==> src/rtl/irq_router_pkg.sv <==
package irq_router_pkg;

  localparam logic [1:0] ROUTE_NONE = 2'b00;
  localparam logic [1:0] ROUTE_PRI  = 2'b01;
  localparam logic [1:0] ROUTE_ALT  = 2'b10;
  localparam logic [1:0] ROUTE_BOTH = 2'b11;

  // Whether a route code reaches the selected pin (0 = primary, 1 = alternate).
  function automatic logic routes_to(input logic [1:0] code, input logic alt_pin);
    return alt_pin ? code[1] : code[0];
  endfunction

  // Control word width for n sources: masks, route pairs, enable.
  function automatic int unsigned ctrl_width(input int unsigned n);
    return 3 * n + 1;
  endfunction

endpackage

==> src/rtl/irq_ctrl_reg.sv <==
module irq_ctrl_reg
  import irq_router_pkg::*;
#(
  parameter int unsigned N  = 2,
  parameter int unsigned CW = ctrl_width(N)
) (
  input  logic          clk,
  input  logic          rst,
  input  logic          we,
  input  logic [CW-1:0] wdata,
  output logic [CW-1:0] ctrl
);

  function automatic logic [CW-1:0] reset_word();
    logic [CW-1:0] w;
    w = '0;
    for (int i = 0; i < int'(N); i++) begin
      w[i]         = 1'b1;
      w[N+2*i +: 2] = ROUTE_PRI;
    end
    return w;
  endfunction

  localparam logic [CW-1:0] RST_WORD = reset_word();

  always_ff @(posedge clk) begin
    if (rst)     ctrl <= RST_WORD;
    else if (we) ctrl <= wdata;
  end

endmodule

==> src/rtl/irq_route_gate.sv <==
module irq_route_gate
  import irq_router_pkg::*;
#(
  parameter int unsigned N  = 2,
  parameter int unsigned CW = ctrl_width(N)
) (
  input  logic [N-1:0]  src,
  input  logic [CW-1:0] ctrl,
  output logic [N-1:0]  act,
  output logic [N-1:0]  hit_pri,
  output logic [N-1:0]  hit_alt,
  output logic          msi_en
);

  assign msi_en = ctrl[3*N];

  for (genvar i = 0; i < int'(N); i++) begin : g_src
    logic [1:0] code;
    assign code       = ctrl[N+2*i +: 2];
    assign act[i]     = src[i] & ~ctrl[i];
    assign hit_pri[i] = act[i] & routes_to(code, 1'b0);
    assign hit_alt[i] = act[i] & routes_to(code, 1'b1);
  end

endmodule

==> src/rtl/irq_pin_drv.sv <==
module irq_pin_drv #(
  parameter int unsigned N = 2
) (
  input  logic         clk,
  input  logic         rst,
  input  logic         msi_en,
  input  logic [N-1:0] hit_pri,
  input  logic [N-1:0] hit_alt,
  output logic         pri_n,
  output logic         alt_n
);

  always_ff @(posedge clk) begin
    if (rst) begin
      pri_n <= 1'b1;
      alt_n <= 1'b1;
    end else begin
      pri_n <= msi_en | ~(|hit_pri);
      alt_n <= msi_en | ~(|hit_alt);
    end
  end

endmodule

==> src/rtl/irq_msi_gen.sv <==
module irq_msi_gen #(
  parameter int unsigned N = 2
) (
  input  logic         clk,
  input  logic         rst,
  input  logic         msi_en,
  input  logic [N-1:0] act,
  input  logic         ack,
  output logic         rise,
  output logic         req
);

  logic any_act, any_q;

  assign any_act = |act;
  assign rise    = msi_en & any_act & ~any_q;

  always_ff @(posedge clk) begin
    if (rst) begin
      any_q <= 1'b0;
      req   <= 1'b0;
    end else begin
      any_q <= any_act;
      req   <= msi_en & ((req & ~ack) | rise);
    end
  end

endmodule

==> src/rtl/irq_router.sv <==
module irq_router
  import irq_router_pkg::*;
#(
  parameter int unsigned N_SRC = 2,
  localparam int unsigned CW   = 3 * N_SRC + 1
) (
  input  logic             clk,
  input  logic             rst,
  input  logic [N_SRC-1:0] src_pend,
  input  logic             reg_we,
  input  logic [CW-1:0]    reg_wdata,
  output logic [CW-1:0]    reg_rdata,
  output logic             irq_pri_n,
  output logic             irq_alt_n,
  output logic             msi_req,
  input  logic             msi_ack
);

  logic [CW-1:0]    ctrl;
  logic [N_SRC-1:0] act, hit_pri, hit_alt;
  logic             msi_en, msi_rise;

  irq_ctrl_reg #(.N(N_SRC), .CW(CW)) u_reg (
    .clk(clk), .rst(rst), .we(reg_we), .wdata(reg_wdata), .ctrl(ctrl)
  );

  irq_route_gate #(.N(N_SRC), .CW(CW)) u_gate (
    .src(src_pend), .ctrl(ctrl), .act(act),
    .hit_pri(hit_pri), .hit_alt(hit_alt), .msi_en(msi_en)
  );

  irq_pin_drv #(.N(N_SRC)) u_pins (
    .clk(clk), .rst(rst), .msi_en(msi_en),
    .hit_pri(hit_pri), .hit_alt(hit_alt),
    .pri_n(irq_pri_n), .alt_n(irq_alt_n)
  );

  irq_msi_gen #(.N(N_SRC)) u_msi (
    .clk(clk), .rst(rst), .msi_en(msi_en), .act(act),
    .ack(msi_ack), .rise(msi_rise), .req(msi_req)
  );

  assign reg_rdata = ctrl;

endmodule

==> config.mk <==
export PLATFORM = sky130hd
export DESIGN_NAME = irq_router
export DESIGN_NICKNAME = d
export VERILOG_FILES = /design/src/rtl/irq_router_pkg.sv /design/src/rtl/irq_ctrl_reg.sv /design/src/rtl/irq_route_gate.sv /design/src/rtl/irq_pin_drv.sv /design/src/rtl/irq_msi_gen.sv /design/src/rtl/irq_router.sv
export SDC_FILE = /design/constraint.sdc
export NUM_CORES = 1
export LEC_CHECK = 0
export ABC_AREA = 1
export CAP_MARGIN = 0
export CORE_AREA = 5 5 42 44
export DETAILED_ROUTE_END_ITERATION = 12
export DIE_AREA = 0 0 47 49
export GPL_TIMING_DRIVEN = 0
export PLACE_DENSITY = 0.69
export SLEW_MARGIN = 0
export SYNTH_ARGS = -nofsm -noshare
export SYNTH_HDL_FRONTEND = slang
export SYNTH_SLANG_ARGS = --single-unit
==> constraint.sdc <==
create_clock -name clk -period 0.8 [get_ports clk]
set_input_delay 0.08 -clock clk [delete_from_list [all_inputs] [get_ports clk]]
set_output_delay 0.08 -clock clk [all_outputs]
set_load 0.005 [all_outputs]
* After elaboration in Yosys (flattened, before gate mapping)
Cells that the tools add are included.
Cells by class: reduce and logical (&&, ||, !) cells 3, bitwise logic cells 19
Operators by type and width (count):
- AND 1 bit | 10
- NOT 1 bit | 6
- OR reduction 2 bit | 3
- OR 1 bit | 3
Word-level totals: register bits 11, word-level logic and storage cells 27, output and inout port bits 10, input bits 13

* Logic depth before layout (Yosys ltp)
Gate-level depths: netlist of run 1.
depth after elaboration 7, depth in mapped cells 5, mapped depth without buffers 5

* By module
A second synthesis of run 1 with hierarchy kept.
Unflattened totals: cells, all modules 77, area, all modules 515.5 um2
Modules (own cells, without submodules):
- irq_ctrl_reg | cells each 37, area each 280.3 um2, sequential area each 140.1 um2, times used 1
- irq_msi_gen | cells each 14, area each 93.8 um2, sequential area each 40.0 um2, times used 1
- irq_pin_drv | cells each 11, area each 76.3 um2, sequential area each 40.0 um2, times used 1
- irq_route_gate | cells each 15, area each 65.1 um2, sequential area each 0.0 um2, times used 1

* Least setup slack after synthesis of run 1
OpenSTA, ideal clock, no wires.
kind register to register, start point register u_reg.ctrl[1], end point register u_pins.pri_n, setup time 125 ps, stages on the path, launching flop included 5, setup slack 55 ps, arrival time 620 ps, buffers on the path 0, period minus slack after synthesis 745 ps, data required time 675 ps, cell sequence dfxtp_1 -> inv_1 -> nand2_2 -> o21ai_0 -> nand3_1
On the way: word-level cells in the longest chain between the ends 6
Ends and longest elaborated chain:
- start, declared | line irq_ctrl_reg.sv:11 | output logic [CW-1:0] ctrl
- start signal, assigned | line irq_ctrl_reg.sv:28 | else if (we) ctrl <= wdata;
- NOT 1 bit | line irq_route_gate.sv:20 | assign act[i] = src[i] & ~ctrl[i];
- AND 1 bit | line irq_route_gate.sv:20
- AND 1 bit | line irq_route_gate.sv:21 | assign hit_pri[i] = act[i] & routes_to(code, 1'b0);
- OR reduction 2 bit | line irq_pin_drv.sv:18 | pri_n <= msi_en | ~(|hit_pri);
- NOT 1 bit | line irq_pin_drv.sv:18
- OR 1 bit | line irq_pin_drv.sv:18
- end signal, assigned | line irq_pin_drv.sv:18
- end, declared | line irq_pin_drv.sv:9 | output logic pri_n,
No other way between the ends. A chain may end at the register's enable or synchronous reset.

* Final worst setup path of run 1
start point register u_reg.ctrl[0], end point register u_pins.alt_n
On the way: word-level cells in the longest chain between the ends 6
Ends and longest elaborated chain:
- NOT 1 bit | line irq_route_gate.sv:20
- AND 1 bit | line irq_route_gate.sv:20
- AND 1 bit | line irq_route_gate.sv:22 | assign hit_alt[i] = act[i] & routes_to(code, 1'b1);
- OR reduction 2 bit | line irq_pin_drv.sv:19 | alt_n <= msi_en | ~(|hit_alt);
- NOT 1 bit | line irq_pin_drv.sv:19
- OR 1 bit | line irq_pin_drv.sv:19
- end signal, assigned | line irq_pin_drv.sv:19
- end, declared | line irq_pin_drv.sv:10 | output logic alt_n
No other way between the ends.

==> metrics.md, run 1 <==
| Metric | Value |
|---|---|
| WP data required | 0.95 ns |
| Met1 wire length | 438 um |
| Max Fanout on Critical Path | 4 |
| Overall Power | 0.00121 W |
| Largest family of logic cells by synthesized area | compound AO/OA/AOI/OAI gates |
| Drt total wl | 1.05 mm |
| Crit-path max cell delay | 0.33 ns |
| CTS Sinks | 11 |
| Startpoint types | register |
| Post-Synth Simple-Gate Area | 15.2% |
| Layout Nets | 95 |
| Post-route worst setup slack | -0.0178 ns |
| Syn-to-layout area delta | 61.8% |
| YS warnings | 0 |
| H-Tree Depth | 1 |
| Leakage power | 0.318 nW |
| Adder-cell share of the synthesized area | 0% |
| Top delay family on crit path | flip-flops |
| Clk_lat worst skew | 0.27 ns |
| Synth Register Bits | 11 |
| DRC | 0 |
| Post-synthesis mux area share | 0% |
| Final setup fails | 3 |
| Reg2Reg Capture Point | u_pins.alt_n |
| Fill cells | 155 |
| CTS buffer count | 3 |
| Min Tclk post-route | 0.818 ns |
| Netlist cell types | 14 |
| Peak supply drop | 0.000772 V |
| Status | finished, violations left |
| I/O Buffers | 21 |
| Crit-path slowest cell | dfxtp_2 |
| WL met3 | 80 um |
| Levels on crit path | 5 |
| Critical path, cell by cell | buf_6 > inv_4 > nand3_1 > o21ai_2 > nand3_1 |
| Crit path DAT | 0.97 ns |
| Power density cells | 1680 mW/mm^2 |
| Vias post-DR | 440 |
| Routability cong. | 0.674 |
| Die X | 47 um |
| DP HPWL | 756 um |
| WL/cell | 10.8 um |
| Placed Area | 676 sq um |
| Gr usage total | 10.2% |
| Min-Delay Startpoint | reg_we |
| Reg2reg path depth | 5 |
| Cells after Synth | 52 |
| DR WL met2 | 513 um |
| FMAX | 1220 MHz |
| Syn Nets | 65 |
| Synth Area in Compound Gates | 21.9% |
| Top Metal Used | met4 |
| WS Path Type | register to register |
| Final period util | 102% |
| Die Height | 49 um |
| Final Hold Viols | 0 |
| Largest net degree at the start of global routing | 10 |
| Final instance area | 721 sq um |
| Starting Density | 31.8% |
| Via density | 4.54 |
| Min-Delay Path Class | input pin to register |
| Register area share after synthesis | 49.4% |
| Syn Area/Cell | 8.57 sq um |
| Least-Margin Pin Slew | 0.202 ns |
| Root Buffer Master | clkbuf_4 |
| Io pins | 23 |
| Rows | 14 |
| Number of global-route vias before repair | 407 |
| Initial antenna violation count | 0 |
| Fin. max-slew vios | 0 |
| Headroom to the max-slew limit | 86.5% |
| Unrepaired setup endpoints after global routing | true |
| First-pass GRT wire length | 1.66 mm |
| Core Area | 0.00140 sq mm |
| Failing checks | setup timing |
| Clock Skew | 0.00387 ns |
| Synth Cell Area | 445 sq um |
| FF-to-FF Start | u_reg.ctrl[0] |
| Xor and xnor area share after synthesis | 0% |
| Reg clk slew, reported paths | 0.07 ns |
| Ratio of cells with drive above 1 in the final layout | 50.6% |
| Max Cap Viol | 0 |
| Total die area | 0.00230 sq mm |
| First drt pass iteration count | 3 |
| Antenna viol nets, final | 0 |
| Grt ovf | 0 |
| R2R Setup Slk | -0.02 ns |
| # diodes | 0 |
| Setup crit start | u_reg.ctrl[0] |
| Setup crit end | u_pins.alt_n |
| CP dominant cell by count | nand3_1 |
| CTS Hold Bufs | 0 |
| Crit path buffers/inverters | 2 |
| Initial DRC Count | 5 |
| Setup crit end kind | register |
| CTS tree | yes |
| CTS Buffer Depth | 2 |
area by class of cell:
cell class	instances	area [sq um]	share of cell area [%]
Sequential cell	11	230	31.9
Inverter	9	43.8	6.08
Timing Repair Buffer	26	214	29.7
Buffer	1	11.3	1.56
Clock buffer	4	26.3	3.65
Tap cell	16	20.0	2.78
Multi-Input combinational cell	30	175	24.3
per-layer routing:
metal / track usage [%] / vias to the layer above
met3: 3.32 / 2
met1: 11.8 / 197
met2: 15.8 / 15
met5: 0 / -
met4: 5.53 / 0
li1: - / 226
cells in the mapped netlist:
cell type	instances	area [sq um]
a21oi_1	4	20.0
a21oi_2	3	26.3
buf_4	1	7.51
buf_6	1	11.3
dfxtp_1	11	220
inv_1	6	22.5
inv_2	2	7.51
inv_8	1	11.3
nand2_1	6	22.5
nand2_2	2	12.5
nand3_1	5	25.0
nor2_1	2	7.51
o21ai_0	5	25.0
o21ai_2	3	26.3
logic make-up after synthesis:
family                 after synthesis
flip-flops                          11
AND/OR/NAND/NOR                     15
buffers and inverters               11
AO/OA/AOI/OAI                       15
how the worst min path moves through the flow:
stage / end / cells after the start / slack [ns]
2_1_floorplan: u_msi.any_q / 1 / 0.15
3_3_place_gp: u_reg.ctrl[0] / 2 / 0.35
3_5_place_dp: u_reg.ctrl[0] / 2 / 0.36
4_1_cts: u_reg.ctrl[0] / 2 / 0.07
5_1_grt: u_reg.ctrl[1] / 2 / 0.07
6_report: u_reg.ctrl[1] / 2 / 0.07
state kept, by name (all words and copies together), names as in the netlist:
signal	flops
u_pins.pri_n	1
u_msi.any_q	1
u_msi.req	1
u_reg.ctrl	7
u_pins.alt_n	1
metrics by stage:
step / hold WS, ns / setup WS (ns) / TNS, ns / std cells / utilization [%]
final: 0.0655 / -0.0178 / -0.0449 / 97 / 51.4
after CTS: 0.0716 / -0.0255 / -0.0420 / 97 / 50.3
after detailed placement: 0.360 / -0.226 / -3.00 / 89 / 48.2
after global routing: 0.0660 / -0.0535 / -0.230 / 97 / 51.4
after global placement: 0.351 / -0.228 / -2.93 / 89 / 48.2
after floorplan: 0.149 / 0.0554 / 0 / 52 / -
where the power goes:
| group | switching (W) | leakage (nW) | internal (W) |
|---|---|---|---|
| registers | 0.0000144 | 0.0912 | 0.000584 |
| clock network | 0.000190 | 0.0150 | 0.000193 |
| logic | 0.0000998 | 0.212 | 0.000128 |
what timing repair did:
| action | 4_1_cts | 5_1_grt |
|---|---|---|
| setup buffers | 5 | 0 |
| setup endpoints to repair | 12 | 11 |
| hold endpoints to repair | 0 | 0 |
| gates resized for setup | 53 | 4 |
cell usage in the layout, fill, tap and decap left out, drive strengths merged:
cell and count:
buf 16, clkdlybuf4s50 11, dfxtp 11, inv 9
o21ai 8, nand2 8, a21oi 7, nand3 5
clkbuf 4, nor2 2
Note: power is estimated with default switching activity, not from simulation.
==> run 2, diff against run 1 <==
--- a/config.mk
+++ b/config.mk
@@ -6,7 +6,7 @@
 export NUM_CORES = 1
 export LEC_CHECK = 0
 export ABC_AREA = 1
-export CAP_MARGIN = 0
+export CAP_MARGIN = 20
 export CORE_AREA = 5 5 42 44
 export DETAILED_ROUTE_END_ITERATION = 12
 export DIE_AREA = 0 0 47 49
==> results of run 2 <==
Final layout, timing and power as in run 1 (identical DEF).
==> run 3, diff against run 2 <==
--- a/config.mk
+++ b/config.mk
@@ -6,12 +6,13 @@
 export NUM_CORES = 1
 export LEC_CHECK = 0
 export ABC_AREA = 1
-export CAP_MARGIN = 20
+export CAP_MARGIN = 15
 export CORE_AREA = 5 5 42 44
 export DETAILED_ROUTE_END_ITERATION = 12
 export DIE_AREA = 0 0 47 49
 export GPL_TIMING_DRIVEN = 0
 export PLACE_DENSITY = 0.69
+export SKIP_LAST_GASP = 1
 export SLEW_MARGIN = 0
 export SYNTH_ARGS = -nofsm -noshare
 export SYNTH_HDL_FRONTEND = slang
==> results of run 3 <==
Final layout, timing and power as in run 1 (identical DEF).
